==> config.mk <==
export PLATFORM = sky130hd
export DESIGN_NAME = paged_mdio_bridge
export DESIGN_NICKNAME = d
export VERILOG_FILES = /design/src/rtl/paged_mdio_bridge.sv
export SDC_FILE = /design/constraint.sdc
export NUM_CORES = 1
export LEC_CHECK = 0
export BUFFER_PORTS_ARGS = -buffer_cell sky130_fd_sc_hd__buf_2
export CORE_MARGIN = 3
export CORE_UTILIZATION = 27
export CTS_BUF_LIST = sky130_fd_sc_hd__clkbuf_8
export DETAILED_ROUTE_END_ITERATION = 12
export REMOVE_ABC_BUFFERS = 1
export SETUP_SLACK_MARGIN = 0.5
export SYNTH_ARGS = -nofsm -noshare
export SYNTH_HDL_FRONTEND = slang
export SYNTH_SLANG_ARGS = --single-unit
==> constraint.sdc <==
create_clock -name clk -period 1.7 [get_ports clk]
set_input_delay 0.085 -clock clk [delete_from_list [all_inputs] [get_ports clk]]
set_output_delay 0.085 -clock clk [all_outputs]
set_load 0.005 [all_outputs]
==> src/rtl/paged_mdio_bridge.sv <==
module paged_mdio_bridge #(
  parameter int PHY_W      = 5,
  parameter int REG_W      = 5,
  parameter int DATA_W     = 16,
  parameter int PAGE_W     = 10,
  parameter int IDX_W      = 4,
  parameter int BRIDGE_PHY = 31,
  parameter int PAGE_REG   = 31,
  parameter int HI_REG     = 16
) (
  input  logic                        clk,
  input  logic                        rst_n,
  input  logic                        txn_valid,
  input  logic [PHY_W-1:0]            txn_phy,
  input  logic [REG_W-1:0]            txn_reg,
  input  logic                        txn_write,
  input  logic [DATA_W-1:0]           txn_wdata,
  output logic                        rsp_valid,
  output logic [DATA_W-1:0]           rsp_rdata,
  output logic                        pt_valid,
  output logic [PHY_W-1:0]            pt_phy,
  output logic [REG_W-1:0]            pt_reg,
  output logic                        pt_write,
  output logic [DATA_W-1:0]           pt_wdata,
  input  logic                        pt_rsp_valid,
  input  logic [DATA_W-1:0]           pt_rsp_rdata,
  output logic [PAGE_W+IDX_W+1:0]     reg_addr,
  output logic [2*DATA_W-1:0]         reg_wdata,
  output logic                        reg_we,
  output logic                        reg_re,
  input  logic [2*DATA_W-1:0]         reg_rdata
);

  localparam logic [PHY_W-1:0] MY_PHY   = PHY_W'(BRIDGE_PHY);
  localparam logic [REG_W-1:0] PG_REG   = REG_W'(PAGE_REG);
  localparam logic [REG_W-1:0] UP_REG   = REG_W'(HI_REG);
  localparam logic [REG_W:0]   N_WORDS  = (REG_W+1)'(1 << IDX_W);

  logic hit, is_word, is_hi, is_page;
  logic [PAGE_W-1:0] page_q;
  logic [DATA_W-1:0] stage_q, hi_q;
  logic [IDX_W-1:0]  idx_q;
  logic              s1_v, s1_word, s1_hi;
  logic [DATA_W-1:0] s1_misc;
  logic              own_v;
  logic [DATA_W-1:0] own_d;

  assign hit     = txn_valid && (txn_phy == MY_PHY);
  assign is_word = {1'b0, txn_reg} < N_WORDS;
  assign is_hi   = txn_reg == UP_REG;
  assign is_page = txn_reg == PG_REG;

  assign pt_valid = txn_valid && !hit;
  assign pt_phy   = txn_phy;
  assign pt_reg   = txn_reg;
  assign pt_write = txn_write;
  assign pt_wdata = txn_wdata;

  assign rsp_valid = own_v | pt_rsp_valid;
  assign rsp_rdata = own_v ? own_d : pt_rsp_rdata;

  always_ff @(posedge clk) begin
    if (!rst_n) begin
      page_q    <= '0;
      stage_q   <= '0;
      idx_q     <= '0;
      hi_q      <= '0;
      reg_we    <= 1'b0;
      reg_re    <= 1'b0;
      reg_addr  <= '0;
      reg_wdata <= '0;
      s1_v      <= 1'b0;
      s1_word   <= 1'b0;
      s1_hi     <= 1'b0;
      s1_misc   <= '0;
      own_v     <= 1'b0;
      own_d     <= '0;
    end else begin
      reg_we <= hit && txn_write && is_hi;
      reg_re <= hit && !txn_write && is_word;
      if (hit && txn_write && is_page) page_q <= txn_wdata[PAGE_W-1:0];
      if (hit && is_word) begin
        idx_q <= txn_reg[IDX_W-1:0];
        if (txn_write) stage_q <= txn_wdata;
      end
      if (hit && txn_write && is_hi) begin
        reg_addr  <= {page_q, idx_q, 2'b00};
        reg_wdata <= {txn_wdata, stage_q};
      end
      if (hit && !txn_write && is_word) reg_addr <= {page_q, txn_reg[IDX_W-1:0], 2'b00};

      s1_v    <= hit && !txn_write;
      s1_word <= is_word;
      s1_hi   <= is_hi;
      s1_misc <= is_page ? DATA_W'(page_q) : '0;

      own_v <= s1_v;
      if (s1_v) begin
        if (s1_word) begin
          own_d <= reg_rdata[DATA_W-1:0];
          hi_q  <= reg_rdata[2*DATA_W-1:DATA_W];
        end else if (s1_hi) begin
          own_d <= hi_q;
        end else begin
          own_d <= s1_misc;
        end
      end
    end
  end

  p_single_access_r5: assert property (@(posedge clk) disable iff (!rst_n)
    !(reg_we && reg_re));

  p_hi_write_commits_r5: assert property (@(posedge clk) disable iff (!rst_n)
    hit && txn_write && is_hi |=> reg_we);

  p_low_write_staged_r4: assert property (@(posedge clk) disable iff (!rst_n)
    hit && txn_write && is_word |=> !reg_we && !reg_re);

  p_word_read_fetch_r6: assert property (@(posedge clk) disable iff (!rst_n)
    hit && !txn_write && is_word |=> reg_re);

  p_pass_no_access_r1: assert property (@(posedge clk) disable iff (!rst_n)
    txn_valid && !hit |=> !reg_we && !reg_re);

  p_rsp_due_r10: assert property (@(posedge clk) disable iff (!rst_n)
    hit && !txn_write |=> ##1 rsp_valid);

  p_page_held_r2: assert property (@(posedge clk) disable iff (!rst_n)
    !(hit && txn_write && is_page) |=> $stable(page_q));

endmodule

== Word-level counts from Yosys, hierarchy flattened ==
Index checks and enable logic that the tools add are counted.
Widths: inputs -> output; s select.

* Flip-flop bits (word level): 130

* Eq/ne operators: 3
* Mux-type cells: 5
* $lt $le $gt $ge: 1
* Reduce and logical (&&, ||, !) cells: 14
* Bitwise operators: 1

{| class="wikitable"
|+ Operators by type and width
! kind !! number
|-
| $mux 16 || 5
|-
| $eq 5x5->1 const B || 3
|-
| $logic_and 1x1->1 || 8
|-
| $reduce_and 2->1 || 3
|-
| $lt 5x5->1 const B || 1
|-
| $logic_not 1->1 || 2
|-
| $reduce_bool 2->1 || 1
|-
| $or 1x1->1 || 1
|}

== Depth between registers and ports, before layout ==
* Word-level depth: 6
* Depth in mapped cells: 7

== Least setup slack after synthesis ==
OpenSTA, ideal clock, no wires.

* Path type: register to register
* From: register s1_hi
* To: register own_d[6]
* Stages on the path, launching flop included: 7
* Buffers on the path: 2
* Setup time: 0.128 ns
* Data arrival time: 1.420 ns
* Data required time: 1.572 ns
* Slack: 0.152 ns
* Cells stage by stage: dfxtp_1 > clkbuf_1 > buf_1 > mux2i_1 > o21ai_0 > mux2i_1 > nor2_1

* Cells in the longest elaborated chain, start to end: 2

{| class="wikitable"
|+ RTL lines
! element !! RTL line !! RTL
|-
| from (decl) || 43 || <nowiki>logic s1_v, s1_word, s1_hi;</nowiki>
|-
| from (signal assigned) || 94 || <nowiki>s1_hi <= is_hi;</nowiki>
|-
| $mux 16 || 102 || <nowiki>end else if (s1_hi) begin</nowiki>
|-
| $mux 16 || 99 || <nowiki>if (s1_word) begin</nowiki>
|-
| to (signal assigned) || 100 || <nowiki>own_d <= reg_rdata[DATA_W-1:0];</nowiki>
|-
| to (signal assigned) || 103 || <nowiki>own_d <= hi_q;</nowiki>
|-
| to (signal assigned) || 105 || <nowiki>own_d <= s1_misc;</nowiki>
|-
| to (decl) || 46 || <nowiki>logic [DATA_W-1:0] own_d;</nowiki>
|}

Every way passes these cells.
A chain may end at the register's enable or synchronous reset.

== Worst setup path after layout ==
* From: register own_v
* To: output port rsp_rdata[4]

* Cells in the longest elaborated chain, start to end: 1

{| class="wikitable"
|+ RTL lines
! element !! RTL line !! RTL
|-
| from (decl) || 45 || <nowiki>logic own_v;</nowiki>
|-
| from (signal assigned) || 97 || <nowiki>own_v <= s1_v;</nowiki>
|-
| $mux 16 || 60 || <nowiki>assign rsp_rdata = own_v ? own_d : pt_rsp_rdata;</nowiki>
|-
| to (decl) || 19 || <nowiki>output logic [DATA_W-1:0] rsp_rdata,</nowiki>
|}

Every way passes these cells.

==> impl_metrics.csv <==
group,metric,value,unit
status,outcome,"completed",
cts,cts_buffer_depth,2,
timing,tns,0,ns
die,coreArea,18400,um^2
timing,clock_skew,0.0115,ns
die,die-area,20800,um^2
global_routing,grt_util_met3,0.0499,
synthesis,postSynth.asyncResetShare,0,
global_routing,grt_pass1_vias,4799,
power,peakVddDrop,0.441,mV
timing,fin_crit,1.50,ns
detailed_routing,drt-pass1-iter-count,5,
critical_path,cp-start-kind,"flop",
synthesis,avgSynthCellArea,8.48,um^2
global_routing,busiest_layer,"met2",
hold_path,min_path_type,"in -> reg",
cells_and_area,fillCellCount,1824,
cells_and_area,area_growth,44.9,%
critical_path,worstPathArrival,1.41,ns
critical_path,cp.required,1.62,ns
detailed_routing,drt-initial-drc-count,224,
die,dieHeight,144,um
power,powerDensity,822,nW/um^2
detailed_routing,wl,16300,um
synthesis,synthFlopType,"dfxtp_1",
cells_and_area,final_common_cell,"buf_2",
job,maxCapViolations,0,
placed_design,dpl_cell_area,6180,um^2
power,power_frac_comb,0.085,
timing,drv_slew,0,
die,ioPinCount,174,
power,p_leak,3.10,nW
critical_path,timing_worst_setup_path_type,"reg -> out",
critical_path,crit_chain,"buf_8, mux2_4, buf_6",
power,p_seq_frac,0.472,
timing,setup_viol,0,
power,switching_share,0.230,
synthesis,synth_cells,609,
power,p_int,4.74,mW
die,num_rows,49,
cells_and_area,nNetsFinal,886,
cts,cts_root_buf,"clkbuf_8",
critical_path,worst_setup_path_end_kind,"output port",
timing,max_freq,0.667,GHz
cts,htree_levels,4,
critical_path,max_stage_delay,0.39,ns
cts,clk_latency,0.44,ns
timing,hold_viol,0,
detailed_routing,avgRoutedWirePerCell,15.5,um
power,power_frac_clock,0.443,
power,finalPower,6.15,mW
placed_design,dp_hpwl,9790,um
synthesis,yosys_warnings,0,
timing,period_share,0.882,
cts,cts.sinks,124,
cells_and_area,diodes,0,
die,initial_core_util,0.281,
cts,cts_buffers,17,
detailed_routing,drcViolationCount,0,
detailed_routing,final_antenna_net_count,0,
global_routing,antenna_found_initial,1,
global_routing,use_met2,0.236,
global_routing,grt_usage,0.151,
critical_path,crit_fanout,7,
synthesis,yosys_register_bits,124,
timing,rsz0062_at_grt,"yes",
placed_design,gp_congestion,0.800,
global_routing,met1_usage,0.196,
synthesis,synth_edf_count,0,
critical_path,crit_slowest_cell,"dfxtp_4",
critical_path,path_buf_inv,2,
cells_and_area,drive_gt1_frac,0.330,
placed_design,port_buffers,171,
die,die_w,144,um
global_routing,gr-total-overflow,0,
detailed_routing,viasPerCell,4.67,
critical_path,critical-path-top-delay-family,"flip-flops",
cells_and_area,final_cell_mix,"buf_2, dfxtp_1, nand2_1",
detailed_routing,vias,4896,
synthesis,syn_area,5170,um^2
cells_and_area,fin_area,7490,um^2
global_routing,grt_max_degree,57,
global_routing,grt_pass1_wl,24900,um
synthesis,yosysSeqAreaShare,0.481,
cts,tritoncts,"done",
cts,path_clk_slew,0.07,ns
power,switchingPower,1.41,mW
synthesis,synth.distinct_cells,33,
[power groups by stage]
| stage | registers, mW | logic (mW) | clock network (mW) |
|---|---|---|---|
| 6_report | 2.91 | 0.521 | 2.73 |
| 5_1_grt | 2.91 | 0.566 | 2.94 |
| 4_1_cts | 2.91 | 0.488 | 2.83 |
| 3_5_place_dp | 2.98 | 0.366 | 0 |
| 3_3_place_gp | 2.98 | 0.365 | 0 |
| 2_1_floorplan | 2.98 | 0.0916 | 0 |
[synthesized netlist by cell type (all sizes together) (4+ instances only)]
master | n | area (um^2)
a211oi | 6 | 45.0
clkbuf | 44 | 165
buf | 36 | 255
and3 | 12 | 75.1
mux2 | 16 | 180
nand3 | 35 | 175
nand2 | 96 | 360
a21oi | 71 | 355
inv | 4 | 15.0
mux2i | 44 | 440
nor2 | 31 | 116
dfxtp | 124 | 2480
nand4 | 5 | 31.3
o21ai | 64 | 320
[what timing repair did]
item,in CTS,in global routing
buffers inserted,3,1
resized for setup,33,47
hold buffers,53,1
cloned,2,1
setup endpoints to repair,47,59
pin swaps,0,9
hold endpoints to repair,78,1
[worst register-to-register path, stage by stage, from the launching register on]
cell and delay [ns]:
dfxtp_4 0.40, buf_12 0.15, mux2i_2 0.22, o21ai_1 0.09, mux2i_1 0.15, nor2_1 0.05
[cells by family after synthesis]
logic type,count (synthesis),synth area share
simple gates,192,0.165
buf+inv,84,0.0843
flops,124,0.481
other cells,1,0.000726
mux,60,0.120
compound gates,148,0.149
[layer usage]
layer  routed length [um]  vias up
li1                     -     2456
met5                   13        -
met3                 1280       19
met4                  205        2
met2                 7460      186
met1                 7340     2233
[final timing paths]
check | cells after the start | slack (ns) | startpoint | end
min reg2reg | 2 | 0.45 | reg_addr[11] | reg_addr[11]
max | 3 | 0.20 | own_v | rsp_rdata[4]
max reg2reg | 5 | 0.52 | s1_hi | own_d[5]
min | 4 | 0.05 | txn_valid | s1_v
[registers in the layout (all words and copies together), names as in the netlist, 4 cells and up]
| signal | count |
|---|---|
| own_d | 16 |
| idx_q | 4 |
| reg_addr | 14 |
| s1_misc | 10 |
| stage_q | 16 |
| reg_wdata | 32 |
| page_q | 10 |
| hi_q | 16 |
[final cells by class]
type,instances,area [um^2],area share
multi-input cells,402,2360,0.316
inverters,4,15.0,0.00201
well taps,229,287,0.0383
repair buffers,258,1910,0.255
flip-flops and latches,124,2490,0.333
clock inverters,12,145,0.0194
clock buffers,20,275,0.0368
[per-stage QoR]
step	std cells	hold WS, ns	util	setup slack, ns
floorplan	530	0.157	-	-0.823
global placement	956	0.333	0.336	0.103
detailed placement	956	0.338	0.336	0.0718
CTS	1046	0.00715	0.398	0.162
global route	1049	0.0410	0.407	0.144
finish	1049	0.0526	0.407	0.201
Power figures use the tool's default switching activity.
